## src/rtl/lkp_pkg.sv

```systemverilog
package lkp_pkg;
  localparam int unsigned LKP_ADDR_W = 8;
  localparam int unsigned LKP_DATA_W = 8;
  localparam int unsigned LKP_DEPTH  = 1 << LKP_ADDR_W;
endpackage

```

## src/rtl/lkp_ram.sv

```systemverilog
module lkp_ram #(
  parameter int unsigned ADDR_W = 8,
  parameter int unsigned DATA_W = 8
) (
  input  logic              clk,
  input  logic              wr_en,
  input  logic [ADDR_W-1:0] wr_addr,
  input  logic [DATA_W-1:0] wr_data,
  input  logic              rd_en,
  input  logic [ADDR_W-1:0] rd_addr,
  output logic [DATA_W-1:0] rd_data
);
  localparam int unsigned DEPTH = 1 << ADDR_W;

  logic [DATA_W-1:0] mem [DEPTH];

  // write port
  always_ff @(posedge clk) begin
    if (wr_en) mem[wr_addr] <= wr_data;
  end

  // clocked read port, old contents on a same-edge collision
  always_ff @(posedge clk) begin
    if (rd_en) rd_data <= mem[rd_addr];
  end


  wr_store_chk: assert property (@(posedge clk)
    wr_en |=> mem[$past(wr_addr)] == $past(wr_data));


  rbw_chk: assert property (@(posedge clk)
    (rd_en && wr_en && rd_addr == wr_addr) |=> rd_data == $past(mem[rd_addr]));
endmodule

```

## src/rtl/lkp_cmp.sv

```systemverilog
module lkp_cmp #(
  parameter int unsigned DATA_W = 8
) (
  input  logic              vld,
  input  logic [DATA_W-1:0] entry,
  input  logic [DATA_W-1:0] ref_byte,
  output logic              res_vld,
  output logic              res_match
);
  always_comb begin
    res_vld   = vld;
    res_match = vld && (entry == ref_byte);
  end
endmodule

```

## src/rtl/lkp_chain_top.sv

```systemverilog
module lkp_chain_top
  import lkp_pkg::*;
#(
  parameter int unsigned ADDR_W = LKP_ADDR_W
) (
  input  logic              clk,
  input  logic              rst_n,
  input  logic              iw_en,
  input  logic [ADDR_W-1:0] iw_addr,
  input  logic [ADDR_W-1:0] iw_data,
  input  logic              dw_en,
  input  logic [ADDR_W-1:0] dw_addr,
  input  logic [ADDR_W-1:0] dw_data,
  input  logic              req_vld,
  input  logic [ADDR_W-1:0] req_ptr,
  input  logic [ADDR_W-1:0] req_ref,
  output logic              res_vld,
  output logic              res_match
);
  // index entries are data-table addresses, so both tables share one width
  localparam int unsigned W = ADDR_W;

  logic         s1_vld, s2_vld;
  logic         s1_vld_nxt, s2_vld_nxt;
  logic [W-1:0] s1_ref, s2_ref;
  logic [W-1:0] idx_q;
  logic [W-1:0] dat_q;

  lkp_ram #(.ADDR_W(W), .DATA_W(W)) u_idx_ram (
    .clk     (clk),
    .wr_en   (iw_en),
    .wr_addr (iw_addr),
    .wr_data (iw_data),
    .rd_en   (req_vld),
    .rd_addr (req_ptr),
    .rd_data (idx_q)
  );

  lkp_ram #(.ADDR_W(W), .DATA_W(W)) u_dat_ram (
    .clk     (clk),
    .wr_en   (dw_en),
    .wr_addr (dw_addr),
    .wr_data (dw_data),
    .rd_en   (s1_vld),
    .rd_addr (idx_q),
    .rd_data (dat_q)
  );

  // valid pipeline next state
  always_comb begin
    s1_vld_nxt = req_vld;
    s2_vld_nxt = s1_vld;
  end

  // valid pipeline registers
  always_ff @(posedge clk or negedge rst_n) begin
    if (!rst_n) begin
      s1_vld <= 1'b0;
      s2_vld <= 1'b0;
    end else begin
      s1_vld <= s1_vld_nxt;
      s2_vld <= s2_vld_nxt;
    end
  end

  // reference byte follows its request, loaded only when the stage advances
  always_ff @(posedge clk) begin
    if (req_vld) s1_ref <= req_ref;
    if (s1_vld)  s2_ref <= s1_ref;
  end

  lkp_cmp #(.DATA_W(W)) u_cmp (
    .vld       (s2_vld),
    .entry     (dat_q),
    .ref_byte  (s2_ref),
    .res_vld   (res_vld),
    .res_match (res_match)
  );


  stage1_lat_chk: assert property (@(posedge clk) disable iff (!rst_n)
    req_vld |=> s1_vld);


  stage2_lat_chk: assert property (@(posedge clk) disable iff (!rst_n)
    s1_vld |=> res_vld);


  idle_chk: assert property (@(posedge clk) disable iff (!rst_n)
    !s1_vld |=> !res_vld);


  ref_align_chk: assert property (@(posedge clk) disable iff (!rst_n)
    req_vld |=> s1_ref == $past(req_ref));
endmodule

```

## config.mk

```make
export PLATFORM = sky130hd
export DESIGN_NAME = lkp_chain_top
export DESIGN_NICKNAME = d
export VERILOG_FILES = /design/src/rtl/lkp_pkg.sv /design/src/rtl/lkp_ram.sv /design/src/rtl/lkp_cmp.sv /design/src/rtl/lkp_chain_top.sv
export SDC_FILE = /design/constraint.sdc
export NUM_CORES = 2
export LEC_CHECK = 0
export BUFFER_PORTS_ARGS = -buffer_cell sky130_fd_sc_hd__buf_2
export CAP_MARGIN = 20
export CORE_UTILIZATION = 30
export CTS_CLUSTER_DIAMETER = 50
export DETAILED_ROUTE_END_ITERATION = 10
export HOLD_SLACK_MARGIN = 0.15
export SYNTH_ARGS = -nofsm -noshare
export SYNTH_HDL_FRONTEND = slang
export SYNTH_SLANG_ARGS = --single-unit
```

## constraint.sdc

```tcl
create_clock -name clk -period 6.85 [get_ports clk]
set_input_delay 1.37 -clock clk [delete_from_list [all_inputs] [get_ports clk]]
set_output_delay 1.37 -clock clk [all_outputs]
set_load 0.02 [all_outputs]
```

==> impl_metrics.prom <==
# TYPE chip_impl_metric gauge
chip_impl_metric{name="mappedNetlistNets",unit=""} 7634
chip_impl_info{name="ordered_cell_list_for_the_critical_path",value="buf_12, buf_4, mux4_2, nand2b_1, a22oi_1, o21ai_0, nor4_1, nor2_1, and3_1"} 1
chip_impl_metric{name="syn_area",unit="sq mm"} 0.1595
chip_impl_metric{name="dieHeight",unit="um"} 731.1
chip_impl_metric{name="period_share",unit=""} 0.7024
chip_impl_metric{name="syn_avg_cell_area",unit="sq um"} 21.04
chip_impl_metric{name="transition_time_at_the_pin_with_the_least_slew_margin",unit="ps"} 1365
chip_impl_metric{name="crit_fanout",unit=""} 124
chip_impl_metric{name="num-nets-final",unit=""} 7816
chip_impl_metric{name="postCtsSetupBuffers",unit=""} 0
chip_impl_metric{name="setup_tns",unit="ps"} 0
chip_impl_metric{name="initial_utilization",unit=""} 0.3014
chip_impl_metric{name="vias_per_cell",unit=""} 5.172
chip_impl_metric{name="finalHoldViolations",unit=""} 0
chip_impl_metric{name="postSynth.asyncResetShare",unit=""} 0.0004843
chip_impl_metric{name="pwr-share-comb",unit=""} 0.068
chip_impl_info{name="netlist_top_cells_area",value="sky130_fd_sc_hd__edfxtp_1, sky130_fd_sc_hd__mux4_2, sky130_fd_sc_hd__mux2i_1, sky130_fd_sc_hd__nor2_1, sky130_fd_sc_hd__a22oi_1"} 1
chip_impl_metric{name="grt_first_pass_wirelength",unit="um"} 573400
chip_impl_metric{name="clock_skew",unit="ps"} 100.3
chip_impl_metric{name="maxCapViolCount",unit=""} 0
chip_impl_metric{name="clkLatencyLatePin",unit="ps"} 1000
chip_impl_metric{name="route.antenna.remaining_nets",unit=""} 0
chip_impl_metric{name="worst-r2r-setup-slack",unit="ps"} 2040
chip_impl_metric{name="yosys.cell_types.count",unit=""} 61
chip_impl_metric{name="power.density",unit="mW/mm^2"} 297.0
chip_impl_metric{name="clock_tree.htree_level_count",unit=""} 5
chip_impl_metric{name="post_dp_cell_area",unit="sq mm"} 0.1679
chip_impl_metric{name="clock_power_share",unit=""} 0.411
chip_impl_metric{name="final_design_area_no_fill",unit="sq mm"} 0.1810
chip_impl_metric{name="fmax",unit="GHz"} 0.2078
chip_impl_metric{name="setup_viol",unit=""} 0
chip_impl_metric{name="via_count",unit=""} 78130
chip_impl_metric{name="postSynthRegisterBits",unit=""} 4130
chip_impl_metric{name="ys_seq_area_frac",unit=""} 0.7776
chip_impl_info{name="holdCritPathClass",value="reg2reg"} 1
chip_impl_metric{name="grt_max_degree",unit=""} 207
chip_impl_metric{name="buffer_ports.inserted",unit=""} 54
chip_impl_metric{name="timing_max_transition_violations_final",unit=""} 0
chip_impl_metric{name="cts.clk_slew.worst_paths",unit="ps"} 60
chip_impl_metric{name="die_width",unit="um"} 731.1
chip_impl_metric{name="globalRouteTotalUtil",unit=""} 0.1449
chip_impl_metric{name="dr.pass1.iters",unit=""} 6
chip_impl_metric{name="cts_resized",unit=""} 0
chip_impl_metric{name="cts_buffer_depth",unit=""} 4
chip_impl_metric{name="antenna_found_initial",unit=""} 32
chip_impl_metric{name="sw_frac_of_total",unit=""} 0.2240
chip_impl_info{name="worstSetupPathType",value="reg2reg"} 1
chip_impl_metric{name="clock-sinks",unit=""} 4130
chip_impl_metric{name="netlist_instances",unit=""} 7581
chip_impl_metric{name="holdPathStages",unit=""} 0
chip_impl_info{name="cp_slowest_cell",value="sky130_fd_sc_hd__edfxtp_1"} 1
chip_impl_metric{name="static-leakage-power",unit="uW"} 0.05447
chip_impl_metric{name="cts_hold_buffers",unit=""} 1
chip_impl_metric{name="core_region_area",unit="sq mm"} 0.5292
chip_impl_metric{name="drive_gt1_frac",unit=""} 0.2164
chip_impl_info{name="setup.worst_path.end_class",value="flop"} 1
chip_impl_info{name="synthFlopType",value="sky130_fd_sc_hd__edfxtp_1"} 1
chip_impl_info{name="cts_tree",value="built"} 1
chip_impl_info{name="synth_top_area_cell",value="sky130_fd_sc_hd__edfxtp_1"} 1
chip_impl_info{name="start_kind",value="flop"} 1
chip_impl_metric{name="max_slew_margin",unit=""} 0.09010
chip_impl_metric{name="synth.yosys.warnings",unit=""} 0
chip_impl_metric{name="routedWlPerCell",unit="um"} 26.45
chip_impl_metric{name="netSwitchingPower",unit="uW"} 12050
chip_impl_metric{name="floorplan.die_area",unit="sq mm"} 0.5345
chip_impl_metric{name="drt_drc_violations_left",unit=""} 0
chip_impl_metric{name="critical_path.max_stage_delay",unit="ps"} 860
chip_impl_metric{name="power.internal",unit="uW"} 41730
chip_impl_metric{name="worst_r2r_path_depth",unit=""} 9
chip_impl_info{name="rsz_0062_raised_after_global_routing",value="false"} 1
chip_impl_metric{name="first_iter_violations",unit=""} 9740
chip_impl_metric{name="ios",unit=""} 55
chip_impl_metric{name="endpoint_arrival_time_on_the_critical_path",unit="ps"} 5510
chip_impl_metric{name="period_needed",unit="ps"} 4812
chip_impl_metric{name="filler_cell_count",unit=""} 48890
chip_impl_info{name="post_synth_most_frequent_cells",value="sky130_fd_sc_hd__edfxtp_1, sky130_fd_sc_hd__mux4_2, sky130_fd_sc_hd__nor2_1"} 1
chip_impl_info{name="run_status",value="finished, final reports clean"} 1
chip_impl_metric{name="dp_hpwl",unit="um"} 240300
chip_impl_metric{name="report.power.total",unit="uW"} 53770
chip_impl_metric{name="grt_pass1_vias",unit=""} 79410
chip_impl_info{name="leading_cell_type_by_number_of_instances_after_synthesis",value="sky130_fd_sc_hd__edfxtp_1"} 1
chip_impl_metric{name="worst_ep_required_time",unit="ps"} 7550
chip_impl_metric{name="postRouteWirelength",unit="um"} 399500
chip_impl_metric{name="rows",unit=""} 267
chip_impl_info{name="cts_root_buffer",value="sky130_fd_sc_hd__clkbuf_16"} 1
chip_impl_metric{name="place_congestion",unit=""} 0.8339
chip_impl_metric{name="edff_count_synth",unit=""} 4128
chip_impl_metric{name="share_of_power_burned_in_registers",unit=""} 0.520
chip_impl_metric{name="grt-ovfl-total",unit=""} 0
chip_impl_metric{name="post-synth-top-area-fraction",unit=""} 0.7773
chip_impl_metric{name="layout-area-overhead-vs-synth",unit="%"} 13.53
chip_impl_metric{name="worst_ir_drop_vdd",unit="mV"} 0.2354
chip_impl_metric{name="cts_buffers",unit=""} 403
-- state kept, by name, summed over array words and instances (netlist names) --
signal	flops
u_dat_ram.rd_data	8
s1_vld	1
s1_ref	8
s2_vld	1
u_idx_ram.mem	2048
s2_ref	8
u_dat_ram.mem	2048
u_idx_ram.rd_data	8
-- cell type report --
type	count	area (sq um)	area share
well taps	6994	8751	0.04833
inverters	7	26.28	0.0001451
flip-flops and latches	4130	124000	0.6849
clock inverters	249	2510	0.01386
multi-input cells	2991	32970	0.1821
diodes	12	30.03	0.0001659
repair buffers	230	2157	0.01191
clock buffers	493	10590	0.05851
-- placed cells by master, fill, tap and decap left out, types with 17 or more instances in the layout --
master	count
sky130_fd_sc_hd__nand3_1	33
sky130_fd_sc_hd__buf_2	35
sky130_fd_sc_hd__o21ai_0	100
sky130_fd_sc_hd__edfxtp_1	4128
sky130_fd_sc_hd__a22oi_1	287
sky130_fd_sc_hd__clkinv_1	83
sky130_fd_sc_hd__nor2b_1	19
sky130_fd_sc_hd__clkinv_2	69
sky130_fd_sc_hd__nand2_1	106
sky130_fd_sc_hd__nor3_1	59
sky130_fd_sc_hd__bufinv_16	39
sky130_fd_sc_hd__a22o_1	46
sky130_fd_sc_hd__o22ai_1	63
sky130_fd_sc_hd__a21oi_1	192
sky130_fd_sc_hd__o221ai_1	54
sky130_fd_sc_hd__clkbuf_16	411
sky130_fd_sc_hd__buf_12	29
sky130_fd_sc_hd__clkbuf_1	82
sky130_fd_sc_hd__nor2_1	591
sky130_fd_sc_hd__buf_4	142
sky130_fd_sc_hd__nor4_1	29
sky130_fd_sc_hd__mux2i_1	264
sky130_fd_sc_hd__a221oi_1	58
sky130_fd_sc_hd__nand2b_1	17
sky130_fd_sc_hd__clkbuf_8	17
sky130_fd_sc_hd__a211oi_1	28
sky130_fd_sc_hd__mux4_2	882
-- logic make-up (layout without fill, tap and decap cells) --
group                     count (synthesis)  in the layout  share of synthesized area
muxes                                  1161           1161                     0.1422
AOI/OAI and AO/OA                       882            882                    0.03789
DFF                                    4130           4130                     0.7776
other                                     0             12                          0
xor gates and xnor gates                  8              8                  0.0004394
and+or+nand+nor                         940            940                    0.02521
buffers and inverters                   460            979                    0.01662
-- power groups by stage --
stage	Clock [uW]	Sequential [uW]	Combinational [uW]
5_1_grt	23300	28000	3860
4_1_cts	22400	28000	3690
3_3_place_gp	0	28500	3630
3_5_place_dp	0	28500	3680
6_report	22100	28000	3670
2_1_floorplan	0	28400	2190
-- metal layers --
| metal | wire length [um] | up-vias | GRT usage |
|---|---|---|---|
| met3 | 33420 | 637 | 0.02789 |
| met2 | 192200 | 3545 | 0.2370 |
| met5 | 85 | - | 0 |
| met1 | 162300 | 41750 | 0.1972 |
| met4 | 11520 | 14 | 0.04070 |
| li1 | - | 32180 | - |
-- final timing paths --
check,startpoint,end
max,u_idx_ram.rd_data[1],u_dat_ram.rd_data[6]
min,s1_ref[5],s2_ref[5]
max reg2reg,u_idx_ram.rd_data[1],u_dat_ram.rd_data[6]
min reg2reg,s1_ref[5],s2_ref[5]
max in group asynchronous,rst_n,s1_vld
min in group asynchronous,rst_n,s2_vld
-- worst max-delay path, delay by kind of cell (launching register included) --
family          cells  cell delay [ps]
compound gates      2              370
simple gates        4              940
flops               1              860
mux                 1              600
buf+inv             2             1390
-- metrics by stage --
stage | hold WS [ps] | utilization | setup WS (ps) | std cells
after floorplan | 400.3 | - | 3372 | 7581
after global placement | 418.9 | 0.3171 | 1480 | 14350
after detailed placement | 405.6 | 0.3172 | 1554 | 14350
after CTS | 420.6 | 0.3420 | 2122 | 15090
after global routing | 443.7 | 0.3421 | 1926 | 15100
final | 418.5 | 0.3421 | 2038 | 15110
Note: power is estimated with default switching activity, not from simulation.
